--- config.mk ---
export PLATFORM = sky130hd
export DESIGN_NAME = alu_cc_top
export DESIGN_NICKNAME = d
export VERILOG_FILES = /design/src/rtl/alu_cc_pkg.sv /design/src/rtl/alu_cc_ctrl.sv /design/src/rtl/alu_cc_datapath.sv /design/src/rtl/alu_cc_top.sv
export SDC_FILE = /design/constraint.sdc
export NUM_CORES = 1
export LEC_CHECK = 0
export BUFFER_PORTS_ARGS = -buffer_cell sky130_fd_sc_hd__buf_4
export CAP_MARGIN = 30
export CORE_AREA = 2 2 137 139
export CTS_CLUSTER_DIAMETER = 60
export DETAILED_ROUTE_END_ITERATION = 12
export DIE_AREA = 0 0 139 141
export PLACE_DENSITY = 0.83
export SLEW_MARGIN = 20
export SYNTH_ARGS = -nofsm -noshare
export SYNTH_HDL_FRONTEND = slang
export SYNTH_SLANG_ARGS = --single-unit
--- constraint.sdc ---
create_clock -name clk -period 13.2 [get_ports clk]
set_clock_uncertainty 0.05 [all_clocks]
set_input_delay 2.64 -clock clk [delete_from_list [all_inputs] [get_ports clk]]
set_output_delay 2.64 -clock clk [all_outputs]
set_load 0.02 [all_outputs]
--- src/rtl/alu_cc_pkg.sv ---
package alu_cc_pkg;
  localparam int OPC_W = 6;
  localparam logic [OPC_W-1:0] CODE_SLL = 6'h25;
  localparam logic [OPC_W-1:0] CODE_SRL = 6'h26;
  localparam logic [OPC_W-1:0] CODE_SRA = 6'h27;

  typedef enum logic [2:0] {
    K_ADD, K_SUB, K_AND, K_OR, K_XOR, K_SLL, K_SRL, K_SRA
  } opKind_e;

  typedef struct packed {
    opKind_e kind;
    logic    invB;
    logic    addCarry;
    logic    flagWr;
    logic    logicFlags;
    logic    illegal;
  } aluStrobe_t;
endpackage

--- src/rtl/alu_cc_ctrl.sv ---
module alu_cc_ctrl
  import alu_cc_pkg::*;
(
  input  logic             opValid,
  input  logic [OPC_W-1:0] opCode,
  output aluStrobe_t       strobe
);
  logic known;
  logic ccForm;
  logic logical;

  always_comb begin
    strobe.kind     = K_ADD;
    strobe.invB     = 1'b0;
    strobe.addCarry = 1'b0;
    known   = 1'b0;
    ccForm  = 1'b0;
    logical = 1'b0;
    if (!opCode[5] && (opCode[3:0] <= 4'd8)) begin
      known  = 1'b1;
      ccForm = opCode[4];
      case (opCode[3:0])
        4'd0: strobe.kind = K_ADD;
        4'd1: begin strobe.kind = K_AND; logical = 1'b1; end
        4'd2: begin strobe.kind = K_OR;  logical = 1'b1; end
        4'd3: begin strobe.kind = K_XOR; logical = 1'b1; end
        4'd4: strobe.kind = K_SUB;
        4'd5: begin strobe.kind = K_AND; strobe.invB = 1'b1; logical = 1'b1; end
        4'd6: begin strobe.kind = K_OR;  strobe.invB = 1'b1; logical = 1'b1; end
        4'd7: begin strobe.kind = K_XOR; strobe.invB = 1'b1; logical = 1'b1; end
        default: begin strobe.kind = K_ADD; strobe.addCarry = 1'b1; end
      endcase
    end else if (opCode == CODE_SLL) begin
      known = 1'b1; strobe.kind = K_SLL;
    end else if (opCode == CODE_SRL) begin
      known = 1'b1; strobe.kind = K_SRL;
    end else if (opCode == CODE_SRA) begin
      known = 1'b1; strobe.kind = K_SRA;
    end
    strobe.flagWr     = opValid & known & ccForm;
    strobe.logicFlags = logical;
    strobe.illegal    = opValid & ~known;
  end
endmodule

--- src/rtl/alu_cc_datapath.sv ---
module alu_cc_datapath
  import alu_cc_pkg::*;
#(
  parameter int WIDTH = 32,
  parameter int IMM_W = 13
) (
  input  logic             clk,
  input  logic             rstN,
  input  aluStrobe_t       strobe,
  input  logic             immSel,
  input  logic [WIDTH-1:0] opA,
  input  logic [WIDTH-1:0] regB,
  input  logic [IMM_W-1:0] imm,
  output logic [WIDTH-1:0] result,
  output logic [3:0]       flags
);
  localparam int SH_W = $clog2(WIDTH);
  localparam int MSB  = WIDTH - 1;

  logic [WIDTH-1:0] bOp, bAdd, bLog;
  logic [SH_W-1:0]  shAmt;
  logic [3:0]       flagsNext;
  logic             aS, bS, rS, vNext, cNext;

  assign bOp   = immSel ? {{(WIDTH-IMM_W){imm[IMM_W-1]}}, imm} : regB;
  assign bAdd  = bOp + {{(WIDTH-1){1'b0}}, strobe.addCarry & flags[0]};
  assign bLog  = strobe.invB ? ~bOp : bOp;
  assign shAmt = bOp[SH_W-1:0];

  always_comb begin
    case (strobe.kind)
      K_ADD:   result = opA + bAdd;
      K_SUB:   result = opA - bOp;
      K_AND:   result = opA & bLog;
      K_OR:    result = opA | bLog;
      K_XOR:   result = opA ^ bLog;
      K_SLL:   result = opA << shAmt;
      K_SRL:   result = opA >> shAmt;
      default: result = $unsigned($signed(opA) >>> shAmt);
    endcase
  end

  always_comb begin
    aS = opA[MSB];
    rS = result[MSB];
    bS = (strobe.kind == K_SUB) ? bOp[MSB] : bAdd[MSB];
    if (strobe.logicFlags) begin
      vNext = 1'b0;
      cNext = 1'b0;
    end else if (strobe.kind == K_SUB) begin
      vNext = (aS & ~bS & ~rS) | (~aS & bS & rS);
      cNext = (~aS & bS) | (rS & (~aS | bS));
    end else begin
      vNext = (aS & bS & ~rS) | (~aS & ~bS & rS);
      cNext = (aS & bS) | (~rS & (aS | bS));
    end
    flagsNext = {rS, (result == '0), vNext, cNext};
  end

  always_ff @(posedge clk or negedge rstN) begin
    if (!rstN)              flags <= 4'b0000;
    else if (strobe.flagWr) flags <= flagsNext;
  end
endmodule

--- src/rtl/alu_cc_top.sv ---
module alu_cc_top
  import alu_cc_pkg::*;
#(
  parameter int WIDTH = 32,
  parameter int IMM_W = 13
) (
  input  logic             clk,
  input  logic             rstN,
  input  logic             opValid,
  input  logic [5:0]       opCode,
  input  logic             immSel,
  input  logic [WIDTH-1:0] opA,
  input  logic [WIDTH-1:0] regB,
  input  logic [IMM_W-1:0] imm,
  output logic [WIDTH-1:0] result,
  output logic             flagN,
  output logic             flagZ,
  output logic             flagV,
  output logic             flagC,
  output logic             illegalOp
);
  aluStrobe_t strobe;
  logic [3:0] flags;

  alu_cc_ctrl u_ctrl (
    .opValid (opValid),
    .opCode  (opCode),
    .strobe  (strobe)
  );

  alu_cc_datapath #(.WIDTH(WIDTH), .IMM_W(IMM_W)) u_dp (
    .clk    (clk),
    .rstN   (rstN),
    .strobe (strobe),
    .immSel (immSel),
    .opA    (opA),
    .regB   (regB),
    .imm    (imm),
    .result (result),
    .flags  (flags)
  );

  assign {flagN, flagZ, flagV, flagC} = flags;
  assign illegalOp = strobe.illegal;
endmodule

==> reports/results.txt <==
status -> finished, final reports clean
top cell type's share of synthesized area -> 11.1%
vias post-DR -> 13,500
Post-Syn Area -> 0.0111 mm^2
hpwl dp -> 36,000 um
dpl ws -> 0.643 ns
worst-path fanout max -> 9
startpoint types -> primary input
final setup fails -> 0
total CTS buffers -> 3
Unique masters post-synth -> 89
post-layout util -> 66.4%
# resized after CTS -> 0
Slew Limit Fails -> 0
top post-synthesis cells by area -> ha_1 (11%), mux2i_1 (11%), mux4_2 (6.3%)
DR vias/cell -> 7.21
clock insertion delay at the later pin of the skew report -> 0.23 ns
Final ANT Viol Nets -> 0
die height -> 141 um
Slew Limit Headroom -> 37.8%
critical path required time -> 10.51 ns
Crit Path Class -> primary input to primary output
final worst setup slack -> 0.470 ns
Final TNS setup -> 0 ns
first-pass GRT wire length -> 71,300 um
largest net degree at the start of global routing -> 61
final hold slack -> 0.450 ns
H-tree Lvls -> 1
Global Route met1 Usage -> 61.6%
wire per inst -> 25.2 um
die area -> 0.0196 mm^2
LEAKAGE -> 5.34 nW
Fmax -> 78.6 MHz
mean area per synthesized cell -> 6.93 um^2
GRT Residual Overflow -> 0
total core area -> 0.0183 mm^2
PwrDens -> 66.3 mW/mm^2
initial antenna violation count -> 0
Residual DRC -> 0
CTS tree -> done
clock transition at the registers of the reported paths -> 0.03 ns
vias in the first global route -> 12,200
worst vdd ir -> 83.5 uV
Synth Flop Type -> dfrtp_1
Synth area leader -> ha_1
Largest register FFs -> 4
GR Layer Usage met2 -> 69.7%
fraction of registers with async set/reset -> 100%
crit path time final -> 12.73 ns
count of state elements after synthesis -> 4
Largest Register -> u_dp.flags
Fillers -> 1,697
Post-Syn Instances -> 1,596
P&R area growth vs syn -> 9.62%
period utilization -> 96.4%
I/O pin cnt -> 124
met3 usage -> 9.88%
gpl congestion -> 1.09
Initial Util -> 60.6%
fin nets -> 1,823
Slew @ Worst Pin -> 0.909 ns
unrepaired setup endpoints after global routing -> false
I/O Buffers -> 123
sequential cell area fraction in the yosys report -> 0.904%
GRT Total Usage -> 45.9%
worst path arrival time -> 10.04 ns
# Post-CTS Setup Buffers -> 0
Worst Hold Class -> register to register
Critical Path Sink Type -> primary output
Max Root-Sink Buffers -> 2
die width -> 139 um
Largest regs -> u_dp.flags: 4 flops
share of layout cells above drive strength 1 -> 14.5%
Sink Count -> 4
Rows -> 50
DRT Pass-1 Iters -> 6
routed wire length -> 47,200 um
max-cap violation count -> 0
EDFF count, synth -> 0
diode count -> 0
Yosys warnings -> 0
Syn Nets -> 1,782
hold buffers post-CTS -> 0
DRT iter0 DRCs -> 1,921
root buf cell -> clkbuf_16
Most Crowded Layer GR -> met2
Hold Fails Final Rpt -> 0
-- per-stage QoR --
stage | total power [mW] | std cells | instance area [um^2]
global placement | 0.710 | 1864 | 12000
floorplan | 0.482 | 1596 | 11100
detailed placement | 0.721 | 1864 | 12000
finish | 0.804 | 1869 | 12100
CTS | 0.772 | 1867 | 12100
global route | 0.844 | 1869 | 12100
-- final timing paths --
kind,end,cells after the start,start,slack (ns)
setup / recovery,result[30],27,opCode[2],0.47
hold / removal,u_dp.flags[2],2,u_dp.flags[2],0.45
setup reg to reg,u_dp.flags[2],26,u_dp.flags[0],5.30
hold reg to reg,u_dp.flags[2],2,u_dp.flags[2],0.45
max in group asynchronous,u_dp.flags[1],1,rstN,10.85
min in group asynchronous,u_dp.flags[2],1,rstN,2.15
-- critical path, cell delays in order --
cell	delay, ns
buf_4	0.13
or3_1	0.39
nor3_1	0.37
ha_1	0.30
ha_1	0.36
and4b_1	0.26
a41oi_1	0.12
or4_1	0.74
xor2_1	0.24
nor3_2	0.34
nor2b_1	0.46
and3_1	0.21
o21ai_0	0.09
xnor2_1	0.14
ha_1	0.36
a21o_1	0.20
a21o_1	0.19
nor3_1	0.12
o21ai_0	0.18
a2111oi_0	0.83
or2_2	0.23
o31ai_1	0.11
a31oi_1	0.23
mux2i_1	0.32
a21oi_1	0.11
a21oi_1	0.18
buf_4	0.18
-- cell type report --
| class | count | area [um^2] | share of cell area (%) |
|---|---|---|---|
| Inverter | 88 | 330 | 2.72 |
| Clock buffer | 3 | 75.1 | 0.619 |
| Tap cell | 234 | 293 | 2.41 |
| Timing Repair Buffer | 150 | 1130 | 9.34 |
| Multi-Input combinational cell | 1390 | 10200 | 84.1 |
| Sequential cell | 4 | 100 | 0.825 |
-- cells in the mapped netlist (8+ instances only) --
cell,count
a221o_1,10
inv_1,84
xor2_1,35
o221ai_1,12
mux4_2,31
nor2_1,129
a21oi_1,131
mux2_2,13
o211ai_1,23
a211oi_1,22
o21a_1,10
nor2b_1,11
o22a_1,12
buf_2,26
a31oi_1,26
or3_1,13
nand2_1,171
buf_1,24
ha_1,98
o21ai_0,84
a221oi_1,17
nand2b_1,17
and2_1,12
xnor2_1,77
nor4_1,11
a211o_1,8
o22ai_1,29
clkbuf_1,58
nor3_1,36
o21ai_1,10
nand4_1,9
mux2i_1,121
nand3_1,40
a21o_1,21
and3_1,22
-- cells by family after synthesis --
group	synth area share, %
DFF	0.905
and+or+nand+nor	23.0
adders and majority gates	11.3
muxes	19.2
buffers and inverters	7.48
AOI/OAI and AO/OA	29.0
xor gates and xnor gates	9.21
-- layer usage --
layer	wire length, um	part of all wire, %	up-vias
met3	6340	13	219
li1	-	-	6014
met4	3120	6.6	0
met2	19600	42	1039
met5	0	0	-
met1	18100	38	6200
-- report_power, final --
group / total (mW) / switching, mW / internal [mW] / leakage, nW
logic: 0.739 / 0.465 / 0.274 / 5.25
registers: 0.0171 / 0.00253 / 0.0145 / 0.0526
clock network: 0.0483 / 0.00954 / 0.0388 / 0.0370
-- layout by cell type, fill, tap and decap left out, drive strengths merged, types with 10 or more instances in the layout --
| master | synthesis | layout |
|---|---|---|
| buf | 56 | 150 |
| mux4 | 31 | 31 |
| a211oi | 23 | 23 |
| a221oi | 17 | 17 |
| inv | 87 | 87 |
| o211ai | 23 | 23 |
| a21oi | 132 | 132 |
| nor2 | 132 | 132 |
| and3 | 22 | 22 |
| o21ai | 94 | 94 |
| and2 | 12 | 12 |
| nand4 | 12 | 12 |
| o22ai | 29 | 29 |
| nand2 | 171 | 171 |
| nand3 | 40 | 40 |
| a21o | 21 | 21 |
| nor3 | 38 | 38 |
| nand2b | 17 | 17 |
| ha | 98 | 98 |
| mux2 | 14 | 14 |
| nor2b | 11 | 11 |
| nor4 | 13 | 13 |
| o22a | 12 | 12 |
| xor2 | 36 | 36 |
| or3 | 13 | 13 |
| o221ai | 13 | 13 |
| a221o | 10 | 10 |
| mux2i | 125 | 125 |
| xnor2 | 77 | 77 |
| a31oi | 26 | 26 |
| o21a | 10 | 10 |
Note: power is estimated with default switching activity, not from simulation.
